**src/rtl/vtc_pkg.sv**
```systemverilog
// vtc_pkg: default timing constants and a shared span helper for the
// bitmap video timing controller. Assumes eight pixel clocks per machine
// cycle (one per data bit).
package vtc_pkg;
    localparam int LINE_MC_D     = 14;
    localparam int DMA_MC_D      = 8;
    localparam int FRAME_LINES_D = 262;
    localparam int WIN_FIRST_D   = 64;
    localparam int WIN_LINES_D   = 128;
    localparam int INT_LEAD_D    = 29;
    localparam int INT_HOLD_D    = 28;
    localparam int STAT_LINES_D  = 4;
    localparam int HS_START_MC_D = 10;
    localparam int HS_PIX_D      = 12;
    localparam int VS_FIRST_D    = 0;
    localparam int VS_LINES_D    = 16;
    localparam int DATA_W_D      = 8;

    // True when v lies in [lo, lo+n)
    function automatic logic in_span(input logic [31:0] v,
                                     input logic [31:0] lo,
                                     input logic [31:0] n);
        return (v >= lo) && (v < lo + n);
    endfunction
endpackage

```
**src/rtl/vtc_timebase.sv**
```systemverilog
// vtc_timebase: pixel, machine-cycle and line counters.
// Assumes mc_stb is high on the last pixel clock of every machine cycle.
// clr or reset parks all counters at the frame origin.
module vtc_timebase #(
    parameter int LINE_MC     = vtc_pkg::LINE_MC_D,
    parameter int FRAME_LINES = vtc_pkg::FRAME_LINES_D,
    parameter int PIX_PER_MC  = vtc_pkg::DATA_W_D,
    localparam int MC_W   = $clog2(LINE_MC),
    localparam int LINE_W = $clog2(FRAME_LINES),
    localparam int PIX_W  = $clog2(PIX_PER_MC)
) (
    input  logic              clk,
    input  logic              rst_n,
    input  logic              clr,
    input  logic              mc_stb,
    output logic [PIX_W-1:0]  pix_cnt,
    output logic [MC_W-1:0]   mc_cnt,
    output logic [LINE_W-1:0] line_cnt
);
    // Advance pixel, cycle and line positions
    always_ff @(posedge clk) begin
        if (!rst_n || clr) begin
            pix_cnt  <= '0;
            mc_cnt   <= '0;
            line_cnt <= '0;
        end else if (mc_stb) begin
            pix_cnt <= '0;
            if (mc_cnt == MC_W'(LINE_MC - 1)) begin
                mc_cnt   <= '0;
                line_cnt <= (line_cnt == LINE_W'(FRAME_LINES - 1)) ? '0 : line_cnt + 1'b1;
            end else begin
                mc_cnt <= mc_cnt + 1'b1;
            end
        end else begin
            pix_cnt <= (pix_cnt == PIX_W'(PIX_PER_MC - 1)) ? '0 : pix_cnt + 1'b1;
        end
    end

    // the last cycle of a line is followed by cycle 0
    a_r1_line_wrap: assert property (@(posedge clk) disable iff (!rst_n)
        (mc_stb && !clr && mc_cnt == MC_W'(LINE_MC - 1)) |=> (mc_cnt == '0));

    // clear returns the timebase to the origin
    a_r9_clear_origin: assert property (@(posedge clk) disable iff (!rst_n)
        clr |=> (mc_cnt == '0 && line_cnt == '0 && pix_cnt == '0));
endmodule

```
**src/rtl/vtc_decode.sv**
```systemverilog
// vtc_decode: turns the timebase position into DMA and interrupt requests,
// the status flag and sync pulses. Purely combinational; requests are
// gated by clear and display enable.
module vtc_decode #(
    parameter int LINE_MC     = vtc_pkg::LINE_MC_D,
    parameter int DMA_MC      = vtc_pkg::DMA_MC_D,
    parameter int FRAME_LINES = vtc_pkg::FRAME_LINES_D,
    parameter int WIN_FIRST   = vtc_pkg::WIN_FIRST_D,
    parameter int WIN_LINES   = vtc_pkg::WIN_LINES_D,
    parameter int INT_LEAD    = vtc_pkg::INT_LEAD_D,
    parameter int INT_HOLD    = vtc_pkg::INT_HOLD_D,
    parameter int STAT_LINES  = vtc_pkg::STAT_LINES_D,
    parameter int HS_START_MC = vtc_pkg::HS_START_MC_D,
    parameter int HS_PIX      = vtc_pkg::HS_PIX_D,
    parameter int VS_FIRST    = vtc_pkg::VS_FIRST_D,
    parameter int VS_LINES    = vtc_pkg::VS_LINES_D,
    parameter int PIX_PER_MC  = vtc_pkg::DATA_W_D,
    localparam int MC_W   = $clog2(LINE_MC),
    localparam int LINE_W = $clog2(FRAME_LINES),
    localparam int PIX_W  = $clog2(PIX_PER_MC)
) (
    input  logic              clk,
    input  logic              rst_n,
    input  logic              clr,
    input  logic              disp_en,
    input  logic [PIX_W-1:0]  pix_cnt,
    input  logic [MC_W-1:0]   mc_cnt,
    input  logic [LINE_W-1:0] line_cnt,
    output logic              dma_req,
    output logic              int_req,
    output logic              stat_flag,
    output logic              hsync_n,
    output logic              vsync_n
);
    import vtc_pkg::in_span;

    localparam logic [31:0] LMC       = 32'(LINE_MC);
    localparam logic [31:0] PPM       = 32'(PIX_PER_MC);
    localparam logic [31:0] INT_FIRST = 32'(WIN_FIRST * LINE_MC - INT_LEAD);
    localparam logic [31:0] WIN_LAST1 = 32'(WIN_FIRST + WIN_LINES - STAT_LINES);
    localparam logic [31:0] STAT_PRE  = 32'(WIN_FIRST - STAT_LINES);
    localparam logic [31:0] HS_FIRST  = 32'(HS_START_MC * PIX_PER_MC);

    logic [31:0] line_u, mc_u, pos, pidx;
    logic        run;

    // Flatten position into line, frame-cycle and line-pixel indices
    always_comb begin
        line_u = 32'(line_cnt);
        mc_u   = 32'(mc_cnt);
        pos    = line_u * LMC + mc_u;
        pidx   = mc_u * PPM + 32'(pix_cnt);
        run    = disp_en && !clr;
    end

    // Decode requests, status and sync from the position
    always_comb begin
        dma_req   = run && in_span(line_u, 32'(WIN_FIRST), 32'(WIN_LINES))
                        && (mc_u < 32'(DMA_MC));
        int_req   = run && in_span(pos, INT_FIRST, 32'(INT_HOLD));
        stat_flag = in_span(line_u, STAT_PRE, 32'(STAT_LINES))
                 || in_span(line_u, WIN_LAST1, 32'(STAT_LINES));
        hsync_n   = !in_span(pidx, HS_FIRST, 32'(HS_PIX));
        vsync_n   = !in_span(line_u, 32'(VS_FIRST), 32'(VS_LINES));
    end

    // the interrupt never overlaps a burst
    a_r5_int_no_dma: assert property (@(posedge clk) disable iff (!rst_n)
        int_req |-> !dma_req);

    // vertical sync stays outside the window and status lines
    a_r8_vsync_outside: assert property (@(posedge clk) disable iff (!rst_n)
        !vsync_n |-> (!dma_req && !stat_flag));

    // a burst only runs on a cycle that a strobe can end inside the line
    a_r2_dma_early_cycles: assert property (@(posedge clk) disable iff (!rst_n)
        dma_req |-> hsync_n);
endmodule

```
**src/rtl/vtc_shifter.sv**
```systemverilog
// vtc_shifter: captures one DMA byte and shifts it out MSB first, one bit
// per pixel clock, shifting in black. Video is blanked when disabled.
module vtc_shifter #(
    parameter int DATA_W = vtc_pkg::DATA_W_D
) (
    input  logic              clk,
    input  logic              rst_n,
    input  logic              clr,
    input  logic              load,
    input  logic              disp_en,
    input  logic [DATA_W-1:0] din,
    output logic              video
);
    logic [DATA_W-1:0] sh;

    // Load a new byte or shift the current one left
    always_ff @(posedge clk) begin
        if (!rst_n || clr) sh <= '0;
        else if (load)     sh <= din;
        else               sh <= {sh[DATA_W-2:0], 1'b0};
    end

    // Gate the serial bit with display enable
    assign video = sh[DATA_W-1] && disp_en;

    // the most significant bit of a captured byte shows first
    a_r3_msb_first: assert property (@(posedge clk) disable iff (!rst_n)
        (load && !clr) |=> (sh[DATA_W-1] == $past(din[DATA_W-1])));
endmodule

```
**src/rtl/bitmap_vtc.sv**
```systemverilog
// bitmap_vtc: top of the bitmap video timing controller. Assumes one
// machine cycle equals DATA_W pixel clocks, marked by mc_stb.
module bitmap_vtc #(
    parameter int LINE_MC     = vtc_pkg::LINE_MC_D,
    parameter int FRAME_LINES = vtc_pkg::FRAME_LINES_D,
    parameter int DATA_W      = vtc_pkg::DATA_W_D
) (
    input  logic              clk,
    input  logic              rst_n,
    input  logic              mc_stb,
    input  logic              clr,
    input  logic              disp_en,
    input  logic [DATA_W-1:0] dbus,
    output logic              dma_req,
    output logic              int_req,
    output logic              stat_flag,
    output logic              hsync_n,
    output logic              vsync_n,
    output logic              csync_n,
    output logic              video
);
    localparam int MC_W   = $clog2(LINE_MC);
    localparam int LINE_W = $clog2(FRAME_LINES);
    localparam int PIX_W  = $clog2(DATA_W);

    logic [PIX_W-1:0]  pix_cnt;
    logic [MC_W-1:0]   mc_cnt;
    logic [LINE_W-1:0] line_cnt;

    vtc_timebase #(.LINE_MC(LINE_MC), .FRAME_LINES(FRAME_LINES), .PIX_PER_MC(DATA_W))
    u_tb (.clk(clk), .rst_n(rst_n), .clr(clr), .mc_stb(mc_stb),
          .pix_cnt(pix_cnt), .mc_cnt(mc_cnt), .line_cnt(line_cnt));

    vtc_decode #(.LINE_MC(LINE_MC), .FRAME_LINES(FRAME_LINES), .PIX_PER_MC(DATA_W))
    u_dec (.clk(clk), .rst_n(rst_n), .clr(clr), .disp_en(disp_en),
           .pix_cnt(pix_cnt), .mc_cnt(mc_cnt), .line_cnt(line_cnt),
           .dma_req(dma_req), .int_req(int_req), .stat_flag(stat_flag),
           .hsync_n(hsync_n), .vsync_n(vsync_n));

    vtc_shifter #(.DATA_W(DATA_W))
    u_sh (.clk(clk), .rst_n(rst_n), .clr(clr), .load(dma_req && mc_stb),
          .disp_en(disp_en), .din(dbus), .video(video));

    // Combine both sync pulses into one active-low composite
    assign csync_n = hsync_n && vsync_n;
endmodule

```
**config.mk**
```make
export PLATFORM = sky130hd
export DESIGN_NAME = bitmap_vtc
export DESIGN_NICKNAME = d
export VERILOG_FILES = /design/src/rtl/vtc_pkg.sv /design/src/rtl/vtc_timebase.sv /design/src/rtl/vtc_decode.sv /design/src/rtl/vtc_shifter.sv /design/src/rtl/bitmap_vtc.sv
export SDC_FILE = /design/constraint.sdc
export NUM_CORES = 1
export LEC_CHECK = 0
export ABC_AREA = 1
export CAP_MARGIN = 20
export CORE_AREA = 3 3 76 78
export DETAILED_ROUTE_END_ITERATION = 8
export DIE_AREA = 0 0 79 81
export PLACE_DENSITY = 0.69
export SLEW_MARGIN = 20
export SYNTH_ARGS = -nofsm -noshare
export SYNTH_HDL_FRONTEND = slang
export SYNTH_SLANG_ARGS = --single-unit
```
**constraint.sdc**
```tcl
create_clock -name clk -period 5.6 [get_ports clk]
set_clock_uncertainty 0.15 [all_clocks]
set_input_delay 1.12 -clock clk [delete_from_list [all_inputs] [get_ports clk]]
set_output_delay 1.12 -clock clk [all_outputs]
set_load 0.02 [all_outputs]
```
==> results of run 1 <==
per-stage QoR:
| step | worst slack [ns] | util | hold slack [ns] |
|---|---|---|---|
| floorplan | 1.74 | - | 0.267 |
| global placement | 1.18 | 0.497 | 0.280 |
| detailed placement | 1.14 | 0.497 | 0.286 |
| CTS | 0.815 | 0.511 | 0.300 |
| global route | 0.554 | 0.511 | 0.319 |
| finish | 0.856 | 0.511 | 0.297 |
cell usage in the layout (no fill, tap or decap), drive strengths merged, types with 9 or more instances in the layout:
master / count
fa: 10
nand3: 33
inv: 50
nor2: 24
dfxtp: 24
o21ai: 9
ha: 36
nand2: 89
clkdlybuf4s50: 19
a21oi: 24
layout make-up:
cell class / count / area (µm²) / share of cell area
clock inverters: 1 / 30.0 / 0.0114
multi-input cells: 249 / 1610 / 0.611
flip-flops and latches: 24 / 480 / 0.183
inverters: 51 / 191 / 0.0729
clock buffers: 3 / 41.3 / 0.0157
well taps: 70 / 87.6 / 0.0333
repair buffers: 19 / 190 / 0.0724
cells by family after synthesis:
family,after synthesis,synth area share
DFF,24,0.210
xor gates and xnor gates,1,0.00383
buffers and inverters,53,0.0871
AOI/OAI and AO/OA,40,0.100
and+or+nand+nor,162,0.314
adders and majority gates,46,0.285
flip-flops by register name, indices dropped and copies added, names as in the netlist:
name           flops
u_tb.pix_cnt       3
u_tb.mc_cnt        4
u_tb.line_cnt      9
u_sh.sh            8
how the worst max path moves through the flow:
| stage | depth (start not counted) | slack, ns | end | start |
|---|---|---|---|---|
| detailed placement | 16 | 1.14 | int_req | u_tb.line_cnt[0] |
| global route | 16 | 0.55 | int_req | u_tb.line_cnt[0] |
| CTS | 16 | 0.82 | int_req | u_tb.line_cnt[2] |
| global placement | 16 | 1.18 | int_req | u_tb.line_cnt[2] |
| floorplan | 15 | 1.74 | int_req | u_tb.line_cnt[2] |
| finish | 16 | 0.86 | int_req | u_tb.line_cnt[2] |
power groups by stage:
stage	registers (µW)	clock network [µW]	logic, µW
3_3_place_gp	176	0	17.7
4_1_cts	172	157	17.8
2_1_floorplan	176	0	7.33
3_5_place_dp	176	0	17.8
6_report	172	152	17.7
5_1_grt	172	160	19.7
layer usage:
metal  global-route usage  part of all wire  up-vias
li1                     -                 -     1089
met1                0.213              0.51      877
met2                0.279              0.46       20
met3               0.0133             0.016        4
met4               0.0309             0.011        0
met5                    0                 0        -
tightest hold or removal path: cells and delay by family, from the launching register on:
| kind | cells | cell delay [ns] |
|---|---|---|
| flip-flops | 1 | 0.30 |
| AO/OA/AOI/OAI | 1 | 0.05 |
| AND/OR/NAND/NOR | 1 | 0.05 |
==> summary.txt, run 1 <==
Synth
  • Syn Nets: 385
  • Yosys reg bits: 24
  • Mapped Area: 2280 µm²
  • Synth cell count leaders: nand2_1 (87), inv_1 (49), ha_1 (36), nand3_1 (33)
  • Seq/Total Area, Yosys: 0.210
  • Share of the synthesized area in the top cell type: 0.210
  • Post-Synthesis Cells: 326
  • Post-synth EDFFs: 0
  • Largest cells by area after synthesis: dfxtp_1 (21%), ha_1 (20%), nand2_1 (14%)
  • Synth Area per Inst: 7.01 µm²
  • Top_reg_cell synth: dfxtp_1
  • Most common cell in the netlist: nand2_1
  • Netlist cell types: 34
  • YS warnings: 0
  • Async SR Flop Fraction: 0
  • Synth area leader: dfxtp_1

Finish
  • Area grow syn2layout: 15.0%
  • Diodes inserted: 0
  • Fill cells: 539
  • Post-route cell area: 2630 µm²
  • Layout Nets: 407
  • Post-Layout Cell Count: 417
  • Share of cells above drive strength 1: 0.0403

CTS
  • CTS Buffer Depth: 2
  • Post-CTS Setup Inserts: 0
  • Post-CTS sizing: 0
  • CTS tree: yes
  • Clk sink count: 24
  • Insertion delay to the later sink of the worst-skew pair: 0.27 ns
  • Clock root buffer: clkbuf_8
  • Quantity of hold-fixing buffers added after cts: 0
  • H-tree depth: 1
  • CTS clk-pin slew, worst paths: 0.09 ns
  • Num CTS Buffers: 3

Worst setup path
  • Most frequent CP cell: nand2_1
  • Reg2reg start: u_tb.line_cnt[7]
  • Critical path arrival: 3.47 ns
  • Reg2reg end: u_sh.sh[3]
  • Crit-path max FO: 8
  • FF-to-FF path depth: 7
  • Startpoint types: flip-flop
  • Critical Path End Type: output port
  • Worst-path cell chain: fa_1, ha_1, ha_1, inv_1, o21ai_0, nand2_1, nor2_1, nand2_1, nor2_1, nand2_1, nand2_1, nand2_1, nand2_1, nand2_1, nor2_1, clkdlybuf4s50_1
  • Worst path max stage delay: 0.60 ns
  • CP Buf/Inv Count: 2
  • Slowest library cell on the worst path: clkdlybuf4s50_1
  • Critical path class: flip-flop to output port
  • Cell family with most CP delay: adder cells
  • Worst EP required: 4.33 ns
  • R2R setup slack: 3.28 ns

Power
  • Logic pwr share: 0.052
  • Standby leakage power: 0.00125 µW
  • Sequential share of power: 0.504
  • Pint: 276 µW
  • Switching share of power: 0.191
  • Total power: 342 µW
  • Power per cell area: 130 nW/µm²
  • Clock power frac: 0.444
  • Switching power: 65.3 µW
  • VDD IR max: 0.000179 V

Placed design
  • Cell Area, Placed: 2550 µm²
  • DP HPWL: 3750 µm
  • PortBufs: 19
  • Dpl cells: 413
  • GPL Wtd Cong: 0.786

Floorplan
  • Rows: 26
  • CORE AREA: 5140 µm²
  • Die X: 79 µm
  • I/O pin total: 20
  • Die height: 81 µm
  • Die area: 6400 µm²
  • Initial Utilization: 0.444

Timing
  • Final setup violation count: 0
  • Max-Slew Margin vs Limit: 0.623
  • Final hold vios: 0
  • Unrepaired setup endpoints after global routing: false
  • Period utilization: 0.847
  • Setup TNS: 0 ns
  • Final min period: 4.74 ns
  • Worst-Margin Slew: 0.560 ns
  • Slew Limit Fails: 0
  • Max frequency: 211 MHz

Drt
  • DRC Markers: 0
  • First drt pass iteration count: 6
  • Routed wire per std cell: 10.9 µm
  • Vias per inst: 4.77
  • Final ANT Viol Nets: 0
  • Final wirelength: 4560 µm
  • DR vias: 1990
  • Initial drt markers: 137

Global routing
  • Total congestion overflow: 0
  • Initial antenna violation count: 0
  • Largest net degree at the start of global routing: 15
  • Vias in the first global route: 1927
  • GRT Util Overall: 0.158
  • Global-route wire length before repair: 8400 µm

Hold path
  • HP Start: u_sh.sh[4]
  • WHS Endpoint: u_sh.sh[5]
  • Worst min-delay path category: flip-flop to flip-flop
  • Hold path depth: 2

Run
  • Max-cap violations: 0

Status
  • Status: finished clean
Power figures use the tool's default switching activity.
==> run 2, diff against run 1 <==
Clock period 5.6 ns to 4.9 ns, I/O delays scaled along.
==> summary.txt, run 2 (synthesis gave the netlist of run 1 again) <==
Worst setup path
  • Crit-path max FO: 8 (unchanged)
  • Startpoint types: flip-flop
  • Worst EP required: 3.77 ns (-0.56 ns)
  • Worst-path cell chain: fa_1, ha_1, ha_1, inv_1, o21ai_0, nand2_1, nor2_1, nand2_1, nor2_1, nand2_1, nand2_1, nand2_1, nand2_1, nand2_1, nor2_1, dlymetal6s2s_1
  • Slowest library cell on the worst path: dfxtp_1
  • Critical path class: flip-flop to output port
  • CP Buf/Inv Count: 2 (unchanged)
  • Worst path max stage delay: 0.55 ns (-0.05 ns)
  • Critical Path End Type: output port
  • Cell family with most CP delay: adder cells
  • Most frequent CP cell: nand2_1
  • Critical path arrival: 3.08 ns (-0.39 ns)

Timing
  • Worst-Margin Slew: 0.560 ns (unchanged)
  • Max frequency: 237 MHz
  • Final min period: 4.21 ns
  • Final hold vios: 0 (unchanged)
  • Final WS setup: 0.686 ns (-0.170 ns)
  • Final setup violation count: 0 (unchanged)
  • Period utilization: 0.860
  • Final hold slack: 0.297 ns (unchanged)
  • Unrepaired setup endpoints after global routing: false
  • Setup TNS: 0 ns (unchanged)
  • Slew Limit Fails: 0 (unchanged)
  • Max-Slew Margin vs Limit: 0.623 (unchanged)

Global routing
  • Total congestion overflow: 0 (unchanged)
  • Global Route met1 Usage: 0.213 (unchanged)
  • GRT Util Overall: 0.158 (unchanged)
  • Top Usage Layer GRT: met2
  • Largest net degree at the start of global routing: 15 (unchanged)
  • Initial antenna violation count: 0 (unchanged)
  • Global-route wire length before repair: 8400 µm (unchanged)
  • Met2 Resource Use GR: 0.279 (unchanged)
  • Vias in the first global route: 1927 (unchanged)
  • Grt met3 use: 0.0133 (unchanged)

Drt
  • Routed wire per std cell: 10.9 µm (about the same)
  • Vias per inst: 4.77 (unchanged)
  • Initial drt markers: 137 (unchanged)
  • DRC Markers: 0 (unchanged)
  • First drt pass iteration count: 6 (unchanged)
  • Final ANT Viol Nets: 0 (unchanged)
  • DR vias: 1990 (unchanged)
  • Final wirelength: 4550 µm (about the same)

Power
  • Power per cell area: 149 nW/µm² (+14%)
  • Switching power: 74.6 µW (+14%)
  • Logic pwr share: 0.052 (about the same)
  • Clock power frac: 0.444 (about the same)
  • Sequential share of power: 0.504 (about the same)
  • VDD IR max: 0.000204 V (+14%)
  • Standby leakage power: 0.00126 µW (+1.5%)
  • Pint: 316 µW (+14%)
  • Switching share of power: 0.191 (about the same)
  • Total power: 390 µW (+14%)

Finish
  • Reg with most FFs: u_tb.line_cnt
  • Largest regs: u_tb.line_cnt (9), u_sh.sh (8), u_tb.mc_cnt (4)
  • Most common cell after layout, fill and taps aside: nand2_1
  • Area occupied by registers: 480 µm² (unchanged)
  • Max reg flops: 9 (unchanged)
  • Area grow syn2layout: 15.1% (about the same)
  • Share of cells above drive strength 1: 0.0403 (unchanged)
  • Diodes inserted: 0 (unchanged)
  • Layout Nets: 407 (unchanged)
  • Fill cells: 540 (+0.19%)
  • Multi-input logic area: 1610 µm² (unchanged)
  • Most frequent cells in the layout: nand2_1 (87), inv_1 (49), ha_1 (36)

CTS
  • H-tree depth: 1 (unchanged)
  • CTS Buffer Depth: 2 (unchanged)
  • Clk sink count: 24 (unchanged)
  • Quantity of hold-fixing buffers added after cts: 0 (unchanged)
  • Insertion delay to the later sink of the worst-skew pair: 0.27 ns (about the same)
  • Clock root buffer: clkbuf_8
  • Num CTS Buffers: 3 (unchanged)
  • CTS clk-pin slew, worst paths: 0.09 ns (about the same)
  • CTS tree: yes

Floorplan
  • Initial Utilization: 0.444 (unchanged)
  • Die height: 81 µm (unchanged)
  • Die area: 6400 µm² (unchanged)
  • CORE AREA: 5140 µm² (unchanged)
  • Rows: 26 (unchanged)
  • Die X: 79 µm (unchanged)
  • I/O pin total: 20 (unchanged)

Placed design
  • DP HPWL: 3750 µm (unchanged)
  • Setup WS pre-CTS: 0.581 ns (-0.560 ns)
  • PortBufs: 19 (unchanged)
  • GPL Wtd Cong: 0.787 (about the same)

Status
  • Status: finished clean

Run
  • Max-cap violations: 0 (unchanged)

Hold path
  • Worst min-delay path category: flip-flop to flip-flop
[run 2: final cells by class]
type	count	share of cell area
clock inverters	1	0.0114
flip-flops and latches	24	0.183
inverters	51	0.0728
clock buffers	3	0.0157
multi-input cells	249	0.611
repair buffers	19	0.0733
well taps	70	0.0333
[run 2: timing repair]
item / CTS / global route
gates resized for setup: 0 / 1
endpoints found under the setup margin: 0 / 1
buffers inserted: 0 / 0
hold endpoints to repair: 0 / 0
[run 2: worst register-to-register path: stages (launching register included)]
cell	delay (ns)
dfxtp_1	0.51
inv_1	0.24
ha_1	0.26
a21boi_0	0.19
a211oi_4	0.54
nand2_4	0.14
nand2_1	0.09
a21oi_1	0.06
[run 2: metrics by stage]
stage	util	area (µm²)	instances
after floorplan	-	2280	326
after global placement	0.497	2550	413
after detailed placement	0.497	2550	413
after CTS	0.511	2630	417
after global routing	0.511	2630	417
final	0.511	2630	417
[run 2: final timing paths]
path         slack (ns)         end              from  depth (start not counted)
min reg2reg        0.30  u_sh.sh[5]        u_sh.sh[4]                          2
min                0.30  u_sh.sh[5]        u_sh.sh[4]                          2
max                0.69     int_req  u_tb.line_cnt[2]                         16
max reg2reg        2.58  u_sh.sh[3]  u_tb.line_cnt[7]                          7
[run 2: power by group through the flow]
stage | sequential, µW | clock, µW | combinational [µW]
after global routing | 197 | 183 | 22.5
after CTS | 197 | 180 | 20.4
after detailed placement | 201 | 0 | 20.3
after floorplan | 201 | 0 | 8.38
final | 197 | 173 | 20.3
after global placement | 201 | 0 | 20.2
[run 2: per-layer routing]
layer / vias to the layer above / share of wire
met5: - / 0
met4: 0 / 0.011
met3: 4 / 0.016
met2: 20 / 0.46
met1: 877 / 0.51
li1: 1089 / -
